[config.mk]
export PLATFORM = sky130hd
export DESIGN_NAME = bridge_fwd_decoder
export DESIGN_NICKNAME = d
export VERILOG_FILES = /design/src/rtl/fwd_dec_pkg.sv /design/src/rtl/fwd_mode_reg.sv /design/src/rtl/fwd_io_window.sv /design/src/rtl/fwd_vga_match.sv /design/src/rtl/bridge_fwd_decoder.sv
export SDC_FILE = /design/constraint.sdc
export NUM_CORES = 1
export LEC_CHECK = 0
export BUFFER_PORTS_ARGS = -buffer_cell sky130_fd_sc_hd__buf_4
export CAP_MARGIN = 20
export CORE_UTILIZATION = 40
export CTS_CLUSTER_DIAMETER = 50
export CTS_CLUSTER_SIZE = 20
export DETAILED_ROUTE_END_ITERATION = 16
export PLACE_DENSITY = 0.72
export SYNTH_ARGS = -nofsm -noshare
export SYNTH_HDL_FRONTEND = slang
export SYNTH_SLANG_ARGS = --single-unit
[constraint.sdc]
create_clock -name clk -period 2.1 [get_ports clk]
set_input_delay 0 -clock clk [delete_from_list [all_inputs] [get_ports clk]]
set_output_delay 0 -clock clk [all_outputs]
set_load 0.02 [all_outputs]
[src/rtl/fwd_dec_pkg.sv]
package fwd_dec_pkg;

    localparam int ALIAS_BITS   = 10;  // legacy I/O decodes on 10 bits
    localparam int LOW_IO_BITS  = 16;  // alias filter limited to first 64KB

    typedef struct packed {
        logic isa;
        logic vga;
    } mode_t;

    typedef struct packed {
        logic down;
        logic up;
    } route_t;

    // Offset inside a 1KB block lies in its upper 768 bytes.
    function automatic logic alias_high(input logic [ALIAS_BITS-1:0] a);
        return a[9:8] != 2'b00;
    endfunction

    // Legacy display I/O ports, 10-bit decode.
    function automatic logic vga_io_hit(input logic [ALIAS_BITS-1:0] a);
        return ((a >= 10'h3B0) && (a <= 10'h3BB)) ||
               ((a >= 10'h3C0) && (a <= 10'h3DF));
    endfunction

endpackage

[src/rtl/fwd_mode_reg.sv]
module fwd_mode_reg
    import fwd_dec_pkg::*;
(
    input  logic  clk,
    input  logic  rst,
    input  logic  wr,
    input  mode_t wdata,
    output mode_t q
);
    always_ff @(posedge clk) begin
        if (rst)     q <= '0;
        else if (wr) q <= wdata;
    end
endmodule

[src/rtl/fwd_io_window.sv]
module fwd_io_window
    import fwd_dec_pkg::*;
#(
    parameter int ADDR_W = 32
) (
    input  logic [ADDR_W-1:0] addr,
    input  logic [ADDR_W-1:0] base,
    input  logic [ADDR_W-1:0] limit,
    input  logic              isa_en,
    output logic              in_win,
    output logic              isa_block
);
    logic low_space;

    generate
        if (ADDR_W > LOW_IO_BITS) begin : g_wide
            assign low_space = ~|addr[ADDR_W-1:LOW_IO_BITS];
        end else begin : g_narrow
            assign low_space = 1'b1;
        end
    endgenerate

    always_comb begin
        in_win    = (base <= limit) && (addr >= base) && (addr <= limit);
        isa_block = isa_en && in_win && low_space && alias_high(addr[ALIAS_BITS-1:0]);
    end
endmodule

[src/rtl/fwd_vga_match.sv]
module fwd_vga_match
    import fwd_dec_pkg::*;
#(
    parameter int ADDR_W = 32
) (
    input  logic [ADDR_W-1:17]     addr_hi,
    input  logic [ALIAS_BITS-1:0]  addr_lo,
    input  logic                   is_io,
    output logic                   hit
);
    logic upper_zero;

    generate
        if (ADDR_W > 20) begin : g_upper
            assign upper_zero = ~|addr_hi[ADDR_W-1:20];
        end else begin : g_none
            assign upper_zero = 1'b1;
        end
    endgenerate

    logic mem_hit;
    // 0xA0000..0xBFFFF: bits [19:17] = 101
    assign mem_hit = upper_zero && (addr_hi[19:17] == 3'b101);
    assign hit     = is_io ? vga_io_hit(addr_lo) : mem_hit;
endmodule

[src/rtl/bridge_fwd_decoder.sv]
module bridge_fwd_decoder
    import fwd_dec_pkg::*;
#(
    parameter int ADDR_W = 32
) (
    input  logic              clk,
    input  logic              rst,
    input  logic              req_valid,
    input  logic              req_is_io,
    input  logic              req_from_sec,
    input  logic [ADDR_W-1:0] req_addr,
    input  logic [ADDR_W-1:0] io_base,
    input  logic [ADDR_W-1:0] io_limit,
    input  logic              cfg_wr,
    input  logic              cfg_isa,
    input  logic              cfg_vga,
    output logic              mode_isa,
    output logic              mode_vga,
    output logic              fwd_down,
    output logic              fwd_up
);
    mode_t  mode_q;
    mode_t  mode_wdata;
    logic   in_win, isa_block, vga_hit, vga_take;
    route_t route_d, route_q;

    assign mode_wdata = '{isa: cfg_isa, vga: cfg_vga};

    fwd_mode_reg u_mode (
        .clk   (clk),
        .rst   (rst),
        .wr    (cfg_wr),
        .wdata (mode_wdata),
        .q     (mode_q)
    );

    fwd_io_window #(.ADDR_W(ADDR_W)) u_win (
        .addr      (req_addr),
        .base      (io_base),
        .limit     (io_limit),
        .isa_en    (mode_q.isa),
        .in_win    (in_win),
        .isa_block (isa_block)
    );

    fwd_vga_match #(.ADDR_W(ADDR_W)) u_vga (
        .addr_hi (req_addr[ADDR_W-1:17]),
        .addr_lo (req_addr[ALIAS_BITS-1:0]),
        .is_io   (req_is_io),
        .hit     (vga_hit)
    );

    assign vga_take = mode_q.vga && vga_hit;

    always_comb begin
        route_d = '0;
        if (req_valid) begin
            if (!req_from_sec) begin
                route_d.down = (req_is_io && in_win && !isa_block) || vga_take;
            end else begin
                route_d.up = req_is_io && (!in_win || isa_block) && !vga_take;
            end
        end
    end

    always_ff @(posedge clk) begin
        if (rst) route_q <= '0;
        else     route_q <= route_d;
    end

    assign fwd_down = route_q.down;
    assign fwd_up   = route_q.up;
    assign mode_isa = mode_q.isa;
    assign mode_vga = mode_q.vga;

    // the two forward flags exclude each other
    a_r10_exclusive: assert property (@(posedge clk) disable iff (rst)
        !(fwd_down && fwd_up));

    // reset clears modes and flags
    a_r8_reset_clear: assert property (@(posedge clk)
        rst |=> (!mode_isa && !mode_vga && !fwd_down && !fwd_up));

    // no request, no forward
    a_r9_idle_quiet: assert property (@(posedge clk) disable iff (rst)
        !req_valid |=> (!fwd_down && !fwd_up));

    // display override wins on the primary side
    a_r6_vga_override: assert property (@(posedge clk) disable iff (rst)
        (req_valid && !req_from_sec && mode_vga && vga_hit) |=> fwd_down);

    // display ranges on the secondary side never go upstream
    a_r7_vga_no_up: assert property (@(posedge clk) disable iff (rst)
        (req_valid && req_from_sec && mode_vga && vga_hit) |=> !fwd_up);

    // alias-blocked primary address not sent downstream without override
    a_r3_alias_block: assert property (@(posedge clk) disable iff (rst)
        (req_valid && !req_from_sec && isa_block && !vga_take) |=> !fwd_down);

    // a register write is visible on the next cycle
    a_r8_mode_load: assert property (@(posedge clk) disable iff (rst)
        cfg_wr |=> (mode_isa == $past(cfg_isa) && mode_vga == $past(cfg_vga)));
endmodule

==> results by group <==
Routing
  – Via Count: 3,051
  – Final wirelength: 8.35 mm
  – WL/cell: 14.9 µm
  – Routed Antenna Nets: 0
  – Violation count after the first detailed-routing iteration: 94
  – Vias per inst: 5.44
  – Router iterations before antenna repair: 4
  – DRC: 0

Global route
  – Initial antenna violation count: 0
  – GRT Total Usage: 0.243
  – Vias in the first global route: 3,109
  – Largest net degree at the start of global routing: 5
  – Total grt overflow: 0
  – First-pass GRT wire length: 12.9 mm

STA
  – Final setup fails: 0
  – Slew @ Worst Pin: 0.441 ns
  – Max-slew violations: 0
  – Post-layout min period: 2.06 ns
  – Maximum clock frequency: 0.485 GHz
  – Final count of hold timing violations: 0
  – Tcrit/Tclk final: 0.982
  – Slew headroom: 0.705
  – Slack of the critical path: 0.0378 ns
  – RSZ-0062 raised after global routing: yes
  – Final Skew: 0.000375 ns

Cells and area
  – Nets: 688
  – N_diodes: 0
  – Most frequent cells in the layout: buf_4 (141), ha_1 (83), inv_1 (55)
  – Layout cells sized above 1: 0.377
  – Design Area, Final: 4070 µm²
  – Most common cell after layout, fill and taps aside: buf_4
  – Area Growth Syn to Fin: 60.1%

Clocking
  – H-tree Lvls: 1
  – Clock latency on the worst-skew pair: 0.22 ns
  – CTS buffer count: 3
  – Longest Clk Path Bufs: 2
  – CTS tree: built
  – Root Buffer: clkbuf_8
  – Worst-path clk slew: 0.03 ns
  – Clock sink total: 4

Die
  – Die Area: 6670 µm²
  – # IOs: 108
  – Die X: 81.7 µm
  – Die H: 81.7 µm
  – Rows: 28
  – Core box area: 6030 µm²
  – Starting Density: 0.421

Critical path
  – CP required: 2.22 ns
  – R2R Path Start: u_mode.q[1]
  – CP max FO: 2
  – Critical Path Start Type: input port
  – CP Capture Type: flip-flop
  – Crit path from: io_limit[22]
  – Setup CP Type: in -> reg
  – Arrival @ worst endpoint: 2.18 ns

Place
  – Gpl congestion: 0.907
  – Placed cell area: 3730 µm²
  – Pre-CTS WS: -0.262 ns
  – PortBufs: 107
  – Post-DP HPWL: 6.96 mm

Yosys
  – Synth Warn #: 0
  – Register area share after synthesis: 0.0315
  – Number of synthesized flops with an enable pin: 0
  – Number of synthesized register bits: 4
  – Fraction of registers with async set/reset: 0
  – Syn_area_per_cell: 7.65 µm²
  – Syn Nets: 532
  – Most common flop cell mapped by yosys: dfxtp_1
  – Cells after Synth: 332
  – Post-Syn Area: 2540 µm²
  – Synth cell types: 36

Power
  – Pwr per Cell Area: 243 nW/µm²
  – Max IR drop VDD: 0.261 mV
  – Leakage: 2.19 nW

Worst hold path
  – HP Start: cfg_vga
  – Worst Hold Class: in -> reg

Run status
  – Status: finished, final reports clean

Run
  – Max-cap violations: 0
-- where the power goes --
group          internal (W)  switching, W
Clock              0.000122     0.0000397
Combinational      0.000404      0.000339
Sequential        0.0000796    0.00000234
Total              0.000606      0.000381
-- synth_stat cells (4+ instances only) --
| library cell | count | share of area |
|---|---|---|
| nand2_1 | 14 | 0.021 |
| o21ai_0 | 8 | 0.016 |
| a221o_1 | 4 | 0.016 |
| a21oi_1 | 35 | 0.069 |
| a211oi_1 | 4 | 0.012 |
| a21o_1 | 8 | 0.024 |
| nor2_1 | 9 | 0.013 |
| nand3_1 | 14 | 0.028 |
| and4_1 | 5 | 0.017 |
| nand4_1 | 20 | 0.049 |
| nor4_1 | 4 | 0.0099 |
| ha_1 | 96 | 0.47 |
| dfxtp_1 | 4 | 0.032 |
| a2111oi_0 | 4 | 0.014 |
| inv_1 | 66 | 0.098 |
| nor2b_1 | 4 | 0.0099 |
-- cell families after synthesis --
group	count (synthesis)	synth area share
compound gates	78	0.194
fa+ha+maj	96	0.473
buf+inv	66	0.0976
flops	4	0.0315
mux	2	0.00789
simple gates	86	0.196
-- cell type report --
type                            count  area [µm²]
Multi-Input combinational cell    262        2410
Sequential cell                     4        80.1
Fill cell                         507        1960
Clock buffer                        3        41.3
Tap cell                           75        93.8
Inverter                           66         263
Timing Repair Buffer              151        1180
-- what timing repair did --
| item | in CTS | in global routing |
|---|---|---|
| pin swaps | 9 | 18 |
| endpoints found under the hold margin | 3 | 0 |
| endpoints found under the setup margin | 1 | 2 |
| resized for setup | 13 | 34 |
| hold buffers | 2 | 0 |
| buffers inserted | 0 | 3 |
-- critical path, cell delays in order --
cell     delay [ns]
buf_4          0.08
inv_1          0.07
ha_1           0.29
nand4_1        0.11
or4_4          0.51
or3_4          0.40
o41ai_2        0.05
and4_1         0.28
a41oi_2        0.14
nor4b_2        0.25
-- per-layer routing --
metal | share of wire | GRT usage
met1 | 0.41 | 0.281
met2 | 0.51 | 0.468
met3 | 0.053 | 0.0178
met4 | 0.023 | 0.0719
met5 | 0 | 0
-- flip-flops by register name, indices dropped and copies added, names as in the netlist --
register and cells:
u_mode.q 2, fwd_down 1, fwd_up 1
-- final timing paths --
check | endpoint | slack (ns) | cells after the start
setup / recovery | fwd_down | 0.04 | 10
hold / removal | u_mode.q[0] | 0.03 | 3
setup reg to reg | fwd_down | 0.69 | 5
hold reg to reg | u_mode.q[0] | 0.55 | 2
-- stage by stage --
stage / power [W] / util / setup TNS, ns / hold WS (ns) / std cells
3_5_place_dp: 0.000744 / 0.619 / -0.376 / 0.194 / 553
3_3_place_gp: 0.000721 / 0.619 / -0.275 / 0.178 / 553
2_1_floorplan: 0.000398 / - / 0 / 0.0714 / 332
6_report: 0.000987 / 0.675 / 0 / 0.0330 / 561
4_1_cts: 0.000936 / 0.646 / 0 / 0.0296 / 558
5_1_grt: 0.00109 / 0.675 / -0.0303 / 0.0611 / 561
Power figures use the tool's default switching activity.
